==> src/rtl/bcnt_pkg.sv <==
package bcnt_pkg;
  typedef enum logic [1:0] {
    MODE_HOLD  = 2'd0,
    MODE_COUNT = 2'd1,
    MODE_LOAD  = 2'd2,
    MODE_CLEAR = 2'd3
  } bcnt_mode_e;
endpackage

==> src/rtl/bcnt_ctrl.sv <==
module bcnt_ctrl
  import bcnt_pkg::*;
(
  input  logic       clr_n,
  input  logic       load_n,
  input  logic       en_p,
  input  logic       en_t,
  output bcnt_mode_e mode
);
  // clear beats load, load beats count, count beats hold
  always_comb begin
    if (!clr_n)             mode = MODE_CLEAR;
    else if (!load_n)       mode = MODE_LOAD;
    else if (en_p && en_t)  mode = MODE_COUNT;
    else                    mode = MODE_HOLD;
  end
endmodule

==> src/rtl/bcnt_stage.sv <==
module bcnt_stage
  import bcnt_pkg::*;
#(
  parameter int SW        = 4,
  parameter bit ASYNC_CLR = 1'b0
) (
  input  logic          clk,
  input  logic          clr_n,
  input  logic          load_n,
  input  logic          en_p,
  input  logic          en_t,
  input  logic [SW-1:0] din,
  output logic [SW-1:0] q,
  output logic          rco
);
  bcnt_mode_e    mode;
  logic [SW-1:0] cnt_r;
  logic [SW-1:0] cnt_nxt;

  bcnt_ctrl u_ctrl (
    .clr_n  (clr_n),
    .load_n (load_n),
    .en_p   (en_p),
    .en_t   (en_t),
    .mode   (mode)
  );

  always_comb begin
    unique case (mode)
      MODE_CLEAR: cnt_nxt = '0;
      MODE_LOAD:  cnt_nxt = din;
      MODE_COUNT: cnt_nxt = cnt_r + SW'(1);
      default:    cnt_nxt = cnt_r;
    endcase
  end

  generate
    if (ASYNC_CLR) begin : g_async_clr
      always_ff @(posedge clk or negedge clr_n) begin
        if (!clr_n) cnt_r <= '0;
        else        cnt_r <= cnt_nxt;
      end
    end else begin : g_sync_clr
      always_ff @(posedge clk) begin
        cnt_r <= cnt_nxt;
      end
    end
  endgenerate

  assign q   = cnt_r;
  assign rco = (&cnt_r) & en_t;
endmodule

==> src/rtl/bcnt_chain.sv <==
module bcnt_chain #(
  parameter int SW        = 4,
  parameter int STAGES    = 3,
  parameter bit ASYNC_CLR = 1'b0,
  localparam int TOTAL    = SW * STAGES
) (
  input  logic             clk,
  input  logic             clr_n,
  input  logic             load_n,
  input  logic             en_p,
  input  logic             en_t,
  input  logic [TOTAL-1:0] din,
  output logic [TOTAL-1:0] q,
  output logic             rco
);
  logic [STAGES:0] carry;

  assign carry[0] = en_t;

  generate
    for (genvar s = 0; s < STAGES; s++) begin : g_stage
      bcnt_stage #(
        .SW        (SW),
        .ASYNC_CLR (ASYNC_CLR)
      ) u_stage (
        .clk    (clk),
        .clr_n  (clr_n),
        .load_n (load_n),
        .en_p   (en_p),
        .en_t   (carry[s]),
        .din    (din[s*SW +: SW]),
        .q      (q[s*SW +: SW]),
        .rco    (carry[s+1])
      );
    end
  endgenerate

  assign rco = carry[STAGES];
endmodule

==> config.mk <==
export PLATFORM = sky130hd
export DESIGN_NAME = bcnt_chain
export DESIGN_NICKNAME = d
export VERILOG_FILES = /design/src/rtl/bcnt_pkg.sv /design/src/rtl/bcnt_ctrl.sv /design/src/rtl/bcnt_stage.sv /design/src/rtl/bcnt_chain.sv
export SDC_FILE = /design/constraint.sdc
export NUM_CORES = 1
export LEC_CHECK = 0
export CAP_MARGIN = 20
export CORE_MARGIN = 2
export CORE_UTILIZATION = 43
export CTS_CLUSTER_SIZE = 8
export DETAILED_ROUTE_END_ITERATION = 16
export GPL_ROUTABILITY_DRIVEN = 1
export HOLD_SLACK_MARGIN = 0.03
export PLACE_DENSITY = 0.82
export SLEW_MARGIN = 10
export SYNTH_ARGS = -nofsm -noshare
export SYNTH_HDL_FRONTEND = slang
export SYNTH_SLANG_ARGS = --single-unit
==> constraint.sdc <==
create_clock -name clk -period 5.8 [get_ports clk]
set_clock_uncertainty 0.2 [all_clocks]
set_input_delay 1.45 -clock clk [delete_from_list [all_inputs] [get_ports clk]]
set_output_delay 1.45 -clock clk [all_outputs]
set_load 0.01 [all_outputs]
# After elaboration in Yosys (flattened, before gate mapping)
# Cells that the tools add are included.
totals:
  reg_bits: 12
  word_cells: 39
  out_inout_bits: 13
  inputBits: 17
op_classes:
  add_sub_neg: 3
  n_eq_ne: 9
  reduce_logical: 9
  muxes: 12
  bitwise_logic: 3
op_table:
  columns: ["op", "n"]
  rows:
  - ["4-bit one-hot mux with 3 select lines", 3]
  - ["4-bit by 1-bit adder with 4-bit output (second input constant)", 3]
  - ["2-bit equality test (second input constant)", 6]
  - ["2-bit two-way mux", 6]
  - ["4-bit AND reduction", 3]
  - ["3-bit nonzero test", 3]
  - ["2-bit by 1-bit equality test with 1-bit output (second input constant)", 3]
  - ["1-bit bitwise AND", 3]
  - ["1-bit logical AND", 3]
  - ["1-bit two-way mux", 3]

# Longest topological paths before layout
depth:
  depth_word: 9
  depth_mapped: 4
  ltp_nobuf: 4

# By module
# From an unflattened synthesis, not the netlist that was laid out.
unflattened:
  hier_cells: 84
  area_unflattened_um2: 867.1
by_module_without_submodules:
  columns: ["mod", "area_each_um2", "seq_area_each_um2", "instances", "cells_per_inst"]
  rows:
  - ["bcnt_stage", 276.5, 120.1, 3, 25]
  - ["bcnt_ctrl", 12.5, 0.0, 3, 3]

# Least setup slack after synthesis
# No wires, ideal clock.
synth_path:
  kind: "input to output"
  start: "input port en_t"
  end: "output port rco"
  required_ps: 4150
  path_slack_ps: 2450
  arrival_time_ps: 1700
  n_path_buf: 0
  cell_stages: 2
  cell_sequence: "nand4_1 -> nor2_1"
synth_via:
  elab_chain_cells: 3
synth_lines:
  columns: ["item", "line", "rtl"]
  rows:
  - ["from (decl)", "bcnt_chain.sv:11", "input logic en_t,"]
  - ["1-bit bitwise AND (3 in a row)", "bcnt_stage.sv:51", "assign rco = (&cnt_r) & en_t;"]
  - ["to (decl)", "bcnt_chain.sv:14", "output logic rco"]
# No other way between the ends.

# Final worst setup path
# Same ends and word-level chain as after synthesis.

==> flow_summary_export.csv <==
group,metric,value,unit
global_route,grt-busiest-layer,"met2",
detailed_routing,dr.pass1.iters,4,
global_route,antenna_found_initial,0,
clocking,clk_pin_slew,0.07,ns
layout,fillers,126,
synth,synth-seq-cells,12,
synth,ys_top_cells_by_area,"edfxtp_1 (53%), a22o_1 (9.0%), ha_1 (5.5%), nand3_1 (4.4%), xnor2_1 (3.9%)",
clocking,cts.sinks,12,
detailed_routing,drt_iter0_markers,7,
clocking,cts_resized,0,
critical_path,reg2reg_from,"g_stage[0].u_stage.q[0]",
placement,portBuffers,29,
critical_path,cp.required,4.15,ns
clocking,cts-buffers-inserted,3,
status,status,"finished, final reports clean",
timing,max_freq,228,MHz
layout,antenna_cells,0,
critical_path,path_max_fanout,3,
critical_path,r2r_cells,4,
critical_path,arrival,2.73,ns
detailed_routing,vias_per_cell,5.63,
global_route,grt_max_degree,13,
global_route,grt_pass1_vias,548,
layout,mostFrequentLayoutCell,"clkdlybuf4s50_1",
critical_path,r2r_slack,3.72,ns
global_route,grt_pass1_wl,2350,µm
power_and_ir_drop,p_per_area,202,nW/µm²
die,core.rowCount,14,
timing,hold_viol_final,0,
global_route,overflow,0,
power_and_ir_drop,p_comb_share,20.7,%
global_route,use_met2,28.8,%
synth,synthCells,57,
timing,setup_violations,0,
synth,synth.top_cell.area_share,53.0,%
layout,drive_gt1_share,6.82,%
timing,relSlewSlack,44.5,%
worst_hold_path,hold_end,"g_stage[0].u_stage.q[0]",
die,dieArea,1910,µm²
critical_path,rr_endpoint,"g_stage[2].u_stage.q[3]",
timing,hold_slack,0.476,ns
critical_path,start_kind,"input pin",
detailed_routing,wire_per_inst,14.3,µm
synth,syn_area,679,µm²
clocking,cts_root_buf,"clkbuf_4",
clocking,h-tree-depth,1,
power_and_ir_drop,power_frac_clock,25.6,%
die,core_area,1490,µm²
layout,ff_latch_area,360,µm²
power_and_ir_drop,ir_worst_vdd,0.114,mV
global_route,grt_use_total,17.3,%
critical_path,cp-end-kind,"output port",
clocking,cts_setup_buffers,0,
synth,ys_warn_count,0,
run,max_cap_violations,0,
layout,area_growth,48.3,%
timing,fin_crit,4.38,ns
detailed_routing,dr_total_vias,585,
clocking,cts_tree,"built",
clocking,clockBufferDepth,2,
global_route,grt_use_met1,21.2,%
layout,nets,110,
power_and_ir_drop,power_leakage,0.000366,µW
die,die_h,43.8,µm
timing,finalCritPeriodShare,75.5,%
timing,tns,0,ns
power_and_ir_drop,p_sw_share,24.8,%
critical_path,crit_type,"input pin to output port",
detailed_routing,drc,0,
die,start_util,45.6,%
detailed_routing,wl,1490,µm
global_route,met3_usage,4.17,%
die,pin_count,30,
placement,hpwl,1170,µm
worst_hold_path,worstHoldStart,"g_stage[0].u_stage.q[0]",
clocking,ctsHoldBuffers,0,
power_and_ir_drop,p_int,153,µW
synth,synth-seq-area-share,53.0,%
layout,multi_input_area,307,µm²
synth,synth_nets,77,
synth,ys_types,18,
worst_hold_path,hold_path.class,"register to register",
placement,place.gp.congestion,0.768,
detailed_routing,ant_nets,0,
die,die_w,43.8,µm
layout,largest_reg_flops,12,
power_and_ir_drop,switchingPower,50.5,µW
synth,syn_avg_cell_area,11.9,µm²
timing,rsz0062_at_grt,"no",
timing,report.final.slew_viol_count,0,
power_and_ir_drop,pwr-share-seq,53.6,%
timing,tightest_slew,0.830,ns
worst_hold_path,hold_path_depth,1,
synth,synth_top_cell_by_area,"edfxtp_1",
layout,layout_common_cells,"clkdlybuf4s50_1 (29), edfxtp_1 (12), a22o_1 (7)",
clocking,clk_latency,0.27,ns
==> routing by layer <==
metal,vias up,routed length (µm)
li1,285,-
met1,276,605
met2,20,772
met3,4,92
met4,0,21
met5,-,0
==> stage by stage <==
step / area, µm² / cells / utilization (%) / worst slack [ns] / power (µW)
after floorplan: 679 / 57 / - / 2.45 / 125
after global placement: 985 / 101 / 66.1 / 1.43 / 152
after detailed placement: 985 / 101 / 66.1 / 1.42 / 153
after CTS: 1010 / 104 / 67.6 / 1.42 / 203
after global routing: 1010 / 104 / 67.6 / 1.36 / 212
final: 1010 / 104 / 67.6 / 1.42 / 203
==> critical path, stage by stage <==
cell,delay (ns)
clkdlybuf4s50_1,0.54
nand4_1,0.10
nor2_1,0.09
clkdlybuf4s50_1,0.53
==> synth_stat cells <==
| cell type | instances |
|---|---|
| buf_2 | 1 |
| o211ai_1 | 2 |
| o21ai_0 | 4 |
| nand4_1 | 1 |
| o31ai_1 | 1 |
| nor2b_1 | 1 |
| or2_2 | 1 |
| xor2_1 | 3 |
| inv_1 | 2 |
| a211oi_2 | 1 |
| nand4_4 | 1 |
| nor2_1 | 2 |
| ha_1 | 3 |
| a22o_1 | 7 |
| edfxtp_1 | 12 |
| xnor2_1 | 3 |
| nand2_1 | 6 |
| nand3_1 | 6 |
==> logic make-up after synthesis <==
kind of cell    synth area share [%]
simple gates                    14.7
compound gates                  17.1
flops                           53.0
xor+xnor                        7.74
buf+inv                         1.84
fa+ha+maj                       5.53
==> worst max-delay path by stage <==
stage | from | endpoint | cells after the start
floorplan | en_t | rco | 2
CTS | en_t | rco | 4
global route | en_t | rco | 4
detailed placement | en_t | rco | 4
global placement | en_t | rco | 4
finish | en_t | rco | 4
==> layout make-up <==
type | instances | share of cell area (%)
clock buffers | 3 | 2.24
flip-flops and latches | 12 | 35.8
repair buffers | 29 | 28.8
multi-input cells | 42 | 30.4
well taps | 16 | 1.99
inverters | 2 | 0.745
==> power by group through the flow <==
stage          Clock (µW)  Combinational [µW]  Sequential, µW
2_1_floorplan           0                12.2             113
3_3_place_gp            0                41.6             111
3_5_place_dp            0                42.6             111
4_1_cts              51.7                42.8             109
5_1_grt              55.9                45.6             110
6_report             52.1                42.1             109
No activity file was read; power rests on OpenSTA's default activity.
